## src/rtl/div_pkg.sv

```systemverilog
package div_pkg;
  typedef enum logic {
    ST_IDLE = 1'b0,
    ST_RUN  = 1'b1
  } div_state_e;
endpackage

```

## src/rtl/div_rst_sync.sv

```systemverilog
module div_rst_sync #(
  parameter int STAGES = 2
) (
  input  logic clk,
  input  logic rst_n,
  output logic rst_sync_n
);
  logic [STAGES-1:0] chain_q;
  logic [STAGES-1:0] chain_d;

  always_comb begin
    chain_d = {chain_q[STAGES-2:0], 1'b1};
  end

  always_ff @(posedge clk or negedge rst_n) begin
    if (!rst_n) chain_q <= '0;
    else        chain_q <= chain_d;
  end

  assign rst_sync_n = chain_q[STAGES-1];
endmodule

```

## src/rtl/div_trial.sv

```systemverilog
// One step of trial subtraction, combinational only.
module div_trial #(
  parameter int W = 16
) (
  input  logic [W-1:0] rem_in,
  input  logic         quo_msb,
  input  logic [W-1:0] dvs,
  output logic [W-1:0] shifted,
  output logic [W-1:0] diff,
  output logic         take
);
  logic [W:0] sum;
  logic       carry;

  always_comb begin
    shifted = {rem_in[W-2:0], quo_msb};
    sum     = {1'b0, shifted} + {1'b0, ~dvs} + (W+1)'(1);
    carry   = sum[W];
    diff    = sum[W-1:0];
    take    = carry | rem_in[W-1];
  end
endmodule

```

## src/rtl/div_ctrl.sv

```systemverilog
module div_ctrl #(
  parameter int W = 16
) (
  input  logic clk,
  input  logic rst_n,
  input  logic start,
  output logic load,
  output logic step,
  output logic busy,
  output logic done
);
  import div_pkg::*;

  localparam int CNT_W = (W > 1) ? $clog2(W) : 1;
  localparam logic [CNT_W-1:0] LAST = CNT_W'(W - 1);

  div_state_e       state_q, state_d;
  logic [CNT_W-1:0] cnt_q, cnt_d;
  logic             done_q, done_d;
  logic             cnt_en;

  always_comb begin
    state_d = state_q;
    cnt_d   = cnt_q;
    done_d  = 1'b0;
    load    = 1'b0;
    step    = 1'b0;
    cnt_en  = 1'b0;
    unique case (state_q)
      ST_IDLE: begin
        if (start) begin
          load    = 1'b1;
          state_d = ST_RUN;
          cnt_d   = '0;
          cnt_en  = 1'b1;
        end
      end
      ST_RUN: begin
        step   = 1'b1;
        cnt_en = 1'b1;
        if (cnt_q == LAST) begin
          state_d = ST_IDLE;
          done_d  = 1'b1;
          cnt_d   = '0;
        end else begin
          cnt_d = cnt_q + CNT_W'(1);
        end
      end
      default: state_d = ST_IDLE;
    endcase
  end

  always_ff @(posedge clk or negedge rst_n) begin
    if (!rst_n) begin
      state_q <= ST_IDLE;
      cnt_q   <= '0;
      done_q  <= 1'b0;
    end else begin
      state_q <= state_d;
      done_q  <= done_d;
      if (cnt_en) cnt_q <= cnt_d;
    end
  end

  assign busy = (state_q == ST_RUN);
  assign done = done_q;


  done_pulse_chk: assert property (@(posedge clk) disable iff (!rst_n)
    done |=> !done);

  busy_done_excl_chk: assert property (@(posedge clk) disable iff (!rst_n)
    !(busy && done));

  start_accept_chk: assert property (@(posedge clk) disable iff (!rst_n)
    (start && !busy) |=> busy);

  start_ignored_chk: assert property (@(posedge clk) disable iff (!rst_n)
    (busy && cnt_q != LAST) |=> (busy && cnt_q == $past(cnt_q) + CNT_W'(1)));

  done_after_last_chk: assert property (@(posedge clk) disable iff (!rst_n)
    (busy && cnt_q == LAST) |=> (done && !busy));
endmodule

```

## src/rtl/div_datapath.sv

```systemverilog
module div_datapath #(
  parameter int W = 16
) (
  input  logic         clk,
  input  logic         rst_n,
  input  logic         load,
  input  logic         step,
  input  logic [W-1:0] dividend,
  input  logic [W-1:0] divisor,
  output logic [W-1:0] rem_q,
  output logic [W-1:0] quo_q
);
  logic [W-1:0] rem_d, quo_d, dvs_q, dvs_d;
  logic [W-1:0] shifted, diff;
  logic         take;
  logic         rem_en, dvs_en;

  div_trial #(.W(W)) u_trial (
    .rem_in  (rem_q),
    .quo_msb (quo_q[W-1]),
    .dvs     (dvs_q),
    .shifted (shifted),
    .diff    (diff),
    .take    (take)
  );

  always_comb begin
    rem_d  = rem_q;
    quo_d  = quo_q;
    dvs_d  = dvs_q;
    rem_en = load | step;
    dvs_en = load;
    if (load) begin
      rem_d = '0;
      quo_d = dividend;
      dvs_d = divisor;
    end else if (step) begin
      rem_d = take ? diff : shifted;
      quo_d = {quo_q[W-2:0], take};
    end
  end

  always_ff @(posedge clk or negedge rst_n) begin
    if (!rst_n) begin
      rem_q <= '0;
      quo_q <= '0;
      dvs_q <= '0;
    end else begin
      if (rem_en) begin
        rem_q <= rem_d;
        quo_q <= quo_d;
      end
      if (dvs_en) dvs_q <= dvs_d;
    end
  end


  hold_result_chk: assert property (@(posedge clk) disable iff (!rst_n)
    (!load && !step) |=> ($stable(rem_q) && $stable(quo_q)));

  rem_below_div_chk: assert property (@(posedge clk) disable iff (!rst_n)
    (step && dvs_q != '0) |=> (rem_q < dvs_q));

  zero_div_bit_chk: assert property (@(posedge clk) disable iff (!rst_n)
    (step && dvs_q == '0) |=> quo_q[0]);

  shift_in_chk: assert property (@(posedge clk) disable iff (!rst_n)
    step |=> (quo_q[W-1:1] == $past(quo_q[W-2:0])));
endmodule

```

## src/rtl/seq_divider.sv

```systemverilog
module seq_divider #(
  parameter int WIDTH = 16
) (
  input  logic             clk,
  input  logic             rst_n,
  input  logic             start,
  input  logic [WIDTH-1:0] dividend,
  input  logic [WIDTH-1:0] divisor,
  output logic             busy,
  output logic             done,
  output logic [WIDTH-1:0] quotient,
  output logic [WIDTH-1:0] remainder
);
  logic rst_int_n;
  logic load, step;

  div_rst_sync #(.STAGES(2)) u_rst (
    .clk        (clk),
    .rst_n      (rst_n),
    .rst_sync_n (rst_int_n)
  );

  div_ctrl #(.W(WIDTH)) u_ctrl (
    .clk   (clk),
    .rst_n (rst_int_n),
    .start (start),
    .load  (load),
    .step  (step),
    .busy  (busy),
    .done  (done)
  );

  div_datapath #(.W(WIDTH)) u_dp (
    .clk      (clk),
    .rst_n    (rst_int_n),
    .load     (load),
    .step     (step),
    .dividend (dividend),
    .divisor  (divisor),
    .rem_q    (remainder),
    .quo_q    (quotient)
  );
endmodule

```

## config.mk

```make
export PLATFORM = sky130hd
export DESIGN_NAME = seq_divider
export DESIGN_NICKNAME = d
export VERILOG_FILES = /design/src/rtl/div_pkg.sv /design/src/rtl/div_rst_sync.sv /design/src/rtl/div_trial.sv /design/src/rtl/div_ctrl.sv /design/src/rtl/div_datapath.sv /design/src/rtl/seq_divider.sv
export SDC_FILE = /design/constraint.sdc
export NUM_CORES = 1
export LEC_CHECK = 0
export CAP_MARGIN = 20
export CORE_UTILIZATION = 55
export DETAILED_ROUTE_END_ITERATION = 6
export GPL_TIMING_DRIVEN = 0
export PLACE_DENSITY = 0.95
export RECOVER_POWER = 100
export SYNTH_ARGS = -nofsm -noshare
export SYNTH_HDL_FRONTEND = slang
export SYNTH_SLANG_ARGS = --single-unit
```

## constraint.sdc

```tcl
create_clock -name clk -period 2.8 [get_ports clk]
set_clock_uncertainty 0.1 [all_clocks]
set_input_delay 0.56 -clock clk [delete_from_list [all_inputs] [get_ports clk]]
set_output_delay 0.56 -clock clk [all_outputs]
set_load 0.01 [all_outputs]
```

==> reports/results.ini, run 1 <==
[clock_network]
cts.htree.levels = 2
cts_root_buffer = clkbuf_8
cts_buffers = 5
clock_sinks = 56
cts_tree = done
path_clk_slew_ns = 0.11
clk_path_buf_depth = 2
clk_latency_ns = 0.31

[detailed_routing]
vias_per_cell = 5.89
wire_per_inst_um = 16.4
ant_nets = 0
postRouteWirelength_um = 8410
vias = 3012
drt_iter0_drc = 316
drc = 0
drtPass1Iterations = 6

[setup_path]
crit_arrival_ns = 2.81
worstSetupStartpointType = flop
r2r_end = u_dp.rem_q[14]$_DFFE_PN0P_
rr_worst_depth = 11
crit_type = flop to flop
critPathCaptureType = flop
r2r_setup_slack_ns = 0.08
required_ns = 2.89
crit_fanout = 6
r2r_start = u_dp.quo_q[15]$_DFFE_PN0P_

[power_and_ir_drop]
power_leakage_nw = 1.88
pwr_density_cell_nw_per_um2 = 1490
design_power_total_mw = 6.23
ir_drop_uv = 778

[yosys]
yosys-top-cells-area = dfrtp_1 (43%), o21ai_0 (7.6%), ha_1 (6.6%)
synth-async-reset-ratio = 1.00
synth_fp_nets = 408
ys_types = 54
yosys_warnings = 0
synthCells = 355
synth_area_leader_cell = dfrtp_1
dominantRegCellSynth = dfrtp_1
synth-seq-area-share = 0.434
netlist_area_um2 = 3230
synth_edf_count = 0
avgSynthCellArea_um2 = 9.09
synth_seq_cells = 56
synth_top_area_share = 0.434

[global_route]
overflow = 0
grt_pass1_wl_um = 13800
grt_max_degree = 30
grt.total_usage = 0.286
grt_pass1_vias = 2941
antenna_found_initial = 0

[timing]
setup_viol = 0
relSlewSlack = 0.348
worstMarginPinSlew_ns = 0.978
max_freq_ghz = 0.368
min_period_over_period = 0.971
finalSetupTns_ns = 0
maxSlewViolCount = 0
timing.hold.ws_ns = 0.269
hold_violations = 0
fin_crit_ns = 2.72

[die]
fp.dieW_um = 78.6
fp-row-count = 27
ioPinCount = 69
dieArea_um2 = 6180
core_um2 = 5570
dieHeight_um = 78.6
start_util = 0.579

[min_path]
hold_class = flop to flop
hold_end = u_rst.chain_q[1]$_DFF_PN0_
worstHoldStart = u_rst.chain_q[0]$_DFF_PN0_
hold_depth = 0

[run]
max_cap_viol_count = 0

[cells_and_area]
final_cell_mix = dfrtp_1 (56), nand2_1 (52), o21ai_0 (49), dlygate4sd3_1 (36), clkdlybuf4s50_1 (32)
final_util = 0.748
seqCellArea_um2 = 1400
drive_gt1_frac = 0.0820
nets = 491
multi_input_area_um2 = 1680
layout.cells.most_common = dfrtp_1
n_antenna_cell = 0
fillCellCount = 406
syn2layout_area_growth_pct = 29.2

[outcome]
status = finished clean

[placement]
globalplace.congestion = 0.924
hpwl_um = 6220
io_buffers = 68

==> routing by layer <==
layer  part of all wire  vias to the layer above  global-route usage
met5                  0                        -                   0
met4             0.0093                        0              0.0648
met3              0.056                        9              0.0430
met2               0.49                      124               0.491
met1               0.44                     1460               0.379
li1                   -                     1419                   -
==> final cells by class <==
type	instances	area share
plain buffers	19	0.0204
well taps	72	0.0216
multi-input cells	261	0.403
clock inverters	3	0.00600
flip-flops and latches	56	0.336
clock buffers	5	0.0165
repair buffers	76	0.180
inverters	19	0.0171
==> where the power goes <==
group / total, mW / leakage (nW) / switching [mW] / internal [mW]
Combinational: 4.22 / 1.16 / 2.27 / 1.94
Sequential: 1.55 / 0.677 / 0.321 / 1.23
Clock: 0.460 / 0.0452 / 0.277 / 0.183
Total: 6.23 / 1.88 / 2.87 / 3.36
==> cells by family after synthesis <==
| kind of cell | after synthesis | share of synthesized area |
|---|---|---|
| buffers and inverters | 38 | 0.0489 |
| other | 1 | 0.00116 |
| DFF | 56 | 0.434 |
| muxes | 18 | 0.0562 |
| xor gates and xnor gates | 10 | 0.0271 |
| AOI/OAI and AO/OA | 112 | 0.214 |
| and+or+nand+nor | 102 | 0.146 |
| adders and majority gates | 18 | 0.0721 |
==> worst max-delay path by stage <==
stage / start / to / slack, ns / cells past startpoint
2_1_floorplan: u_dp.quo_q[15]$_DFFE_PN0P_ / u_dp.rem_q[10]$_DFFE_PN0P_ / 0.22 / 11
3_3_place_gp: u_dp.quo_q[15]$_DFFE_PN0P_ / u_dp.rem_q[14]$_DFFE_PN0P_ / -0.12 / 11
3_5_place_dp: u_dp.quo_q[15]$_DFFE_PN0P_ / u_dp.rem_q[14]$_DFFE_PN0P_ / -0.20 / 11
4_1_cts: u_dp.quo_q[15]$_DFFE_PN0P_ / u_dp.rem_q[1]$_DFFE_PN0P_ / 0.01 / 11
5_1_grt: u_dp.quo_q[15]$_DFFE_PN0P_ / u_dp.rem_q[0]$_DFFE_PN0P_ / -0.03 / 12
6_report: u_dp.quo_q[15]$_DFFE_PN0P_ / u_dp.rem_q[14]$_DFFE_PN0P_ / 0.08 / 11
==> worst max-delay path: stages, from the launching register on <==
cell	delay, ns
dfrtp_1	0.41
inv_1	0.07
ha_1	0.17
inv_1	0.06
fa_2	0.37
a211oi_4	0.35
nor3_4	0.09
o21ai_2	0.22
a31oi_2	0.23
nand2_1	0.19
nor2_1	0.06
a221o_1	0.26
==> cell usage after synthesis, types with 3 or more instances <==
master,count
dfrtp_1,56
nand2_1,52
o21ai_0,49
a21oi_1,22
inv_1,19
nor2_1,18
ha_1,17
mux2i_1,17
clkbuf_1,10
nand3_1,8
a31oi_1,7
and3_1,7
xor2_1,7
buf_2,5
nor3_1,5
o21a_1,5
o211ai_1,3
o21bai_1,3
xnor2_1,3
==> per-stage QoR <==
step	instance area, µm²	cells	worst slack (ns)
2_1_floorplan	3230	355	0.220
3_3_place_gp	4000	495	-0.125
3_5_place_dp	4020	496	-0.198
4_1_cts	4150	507	0.0146
5_1_grt	4170	511	-0.0251
6_report	4170	511	0.0820
==> registers in the layout, indices dropped and copies added (netlist names) <==
register	flops
u_ctrl.busy	1
u_ctrl.cnt_q	4
u_ctrl.done	1
u_dp.dvs_q	16
u_dp.quo_q	16
u_dp.rem_q	16
u_rst.chain_q	2
==> repair_timing <==
action,4_1_cts,5_1_grt
endpoints found under the hold margin,0,0
hold buffers,0,0
resized for setup,2,1
pin swaps,1,3
endpoints found under the setup margin,14,11
setup buffers,3,4
Note: power is estimated with default switching activity, not from simulation.
==> inputs of run 2 (changes only) <==
==> constraint.sdc (replaced) <==
create_clock -name clk -period 3.15 [get_ports clk]
set_clock_uncertainty 0.1 [all_clocks]
set_input_delay 0.63 -clock clk [delete_from_list [all_inputs] [get_ports clk]]
set_output_delay 0.63 -clock clk [all_outputs]
set_load 0.01 [all_outputs]
==> reports/results.ini, run 2 (synthesis gave the netlist of run 1 again) <==
[outcome]
status = finished, violations left
violations = max-capacitance violations, max-slew violations

[cells_and_area]
fillCellCount = 425
drive_gt1_frac = 0.0625
final_util = 0.733
fin_cells = 504
n_antenna_cell = 0
reg.largest.list = u_dp.dvs_q x16, u_dp.quo_q x16, u_dp.rem_q x16
syn2layout_area_growth_pct = 26.6
final_cell_mix = dfrtp_1 (56), nand2_1 (51), o21ai_0 (50), dlygate4sd3_1 (36), clkdlybuf4s50_1 (32)
nets = 484
layout.cells.most_common = dfrtp_1

[die]
ioPinCount = 69
dieHeight_um = 78.6
fp.dieW_um = 78.6
core_um2 = 5570
fp-row-count = 27
start_util = 0.579
dieArea_um2 = 6180

[clock_network]
clk_latency_ns = 0.31
cts_resized = 0
cts.htree.levels = 2
clock_sinks = 56
ctsHoldBuffers = 0
cts_tree = done
cts_root_buffer = clkbuf_8
cts_buffers = 5
post_cts_buffers = 0
clk_path_buf_depth = 2
path_clk_slew_ns = 0.11

[power_and_ir_drop]
power_frac_seq = 0.262
power.internal_mw = 2.80
ir_drop_uv = 582
share_comb_of_total_power = 0.660
design_power_total_mw = 5.27
pwr_density_cell_nw_per_um2 = 1290
pwr-share-clk = 0.078
netSwitchingPower_mw = 2.47
power_leakage_nw = 1.84
swShare = 0.469

[run]
max_cap_viol_count = 1

[setup_path]
worstSetupStartpointType = flop
path_buf_inv = 2
startpoint = u_dp.quo_q[15]$_DFFE_PN0P_
crit_type = flop to flop
crit_arrival_ns = 3.05
crit_fanout = 9
critPathCaptureType = flop
cp_top_family = compound AO/OA/AOI/OAI gates
required_ns = 3.25
crit_top_cell = inv_1
r2r_start = u_dp.quo_q[15]$_DFFE_PN0P_
crit_slowest_cell = dfrtp_1
worstPathCellList = inv_1, ha_1, inv_1, fa_1, a211oi_2, nor3_1, o21ai_2, a31oi_2, nand2_2, nor2_1, a221o_1
r2r_setup_slack_ns = 0.20
cpPeakStageDelay_ns = 0.43

[placement]
hpwl_um = 6220
io_buffers = 68
globalplace.congestion = 0.924
dp_slack_ns = 0.152
placed_cells = 496

[global_route]
antenna_found_initial = 0
grt_pass1_vias = 2935
overflow = 0
grt.total_usage = 0.285
grt_max_degree = 30
grt_pass1_wl_um = 13800

[timing]
maxSlewViolCount = 30
fin_crit_ns = 2.95
hold_violations = 0
worstMarginPinSlew_ns = 1.58
rsz0062_at_grt = no
max_freq_ghz = 0.338
finalSetupTns_ns = 0
min_period_over_period = 0.938
relSlewSlack = -0.0502
fin_ws_ns = 0.195
setup_viol = 0

[detailed_routing]
postRouteWirelength_um = 8280
drtPass1Iterations = 4
wire_per_inst_um = 16.4
drc = 0
drt_iter0_drc = 291
vias_per_cell = 5.88
ant_nets = 0
vias = 2966

[min_path]
hold_class = flop to flop
worstHoldStart = u_rst.chain_q[0]$_DFF_PN0_

## run 2: final cells by class
cell class                 instances  area (µm²)  area share
sequential                        56        1400       0.343
tap                               72        90.1      0.0221
inverter                          19        71.3      0.0175
buffer                            19        85.1      0.0208
multi-input combinational        261        1660       0.406
clock buffer                       5        68.8      0.0168
timing repair buffer              69         684       0.168
clock inverter                     3        25.0     0.00613
## run 2: worst register-to-register path, stage by stage, from the launching register on
cell	delay (ns)
dfrtp_1	0.43
inv_1	0.07
ha_1	0.17
inv_1	0.05
fa_1	0.41
a211oi_2	0.38
nor3_1	0.15
o21ai_2	0.23
a31oi_2	0.23
nand2_2	0.27
nor2_1	0.08
a221o_1	0.27
## run 2: power by group through the flow
stage | sequential, mW | clock (mW) | combinational, mW
after floorplan | 1.42 | 0 | 2.37
after global placement | 1.38 | 0 | 3.38
after detailed placement | 1.39 | 0 | 3.50
after CTS | 1.38 | 0.414 | 3.52
after global routing | 1.42 | 0.442 | 3.83
final | 1.38 | 0.410 | 3.48
## run 2: path summary, 6_finish.rpt
kind,end,cells past startpoint
max in group asynchronous,u_dp.rem_q[15]$_DFFE_PN0P_,1
hold reg to reg,u_rst.chain_q[1]$_DFF_PN0_,0
setup reg to reg,u_dp.rem_q[14]$_DFFE_PN0P_,11
min in group asynchronous,u_dp.quo_q[10]$_DFFE_PN0P_,0
hold / removal,u_rst.chain_q[1]$_DFF_PN0_,0
setup / recovery,u_dp.rem_q[14]$_DFFE_PN0P_,11
## run 2: through the flow
stage | cell area (µm²) | hold slack, ns
after floorplan | 3230 | 0.231
final | 4090 | 0.270
after global routing | 4090 | 0.282
after detailed placement | 4020 | 0.192
after CTS | 4110 | 0.192
after global placement | 4000 | 0.242
## run 2: metal layers
metal  GRT usage  vias to the layer above  routed length, µm
met5           0                        -                  0
met4      0.0741                        0                 83
met3      0.0465                        8                489
met2       0.481                      121               4060
met1       0.381                     1427               3650
li1            -                     1410                  -
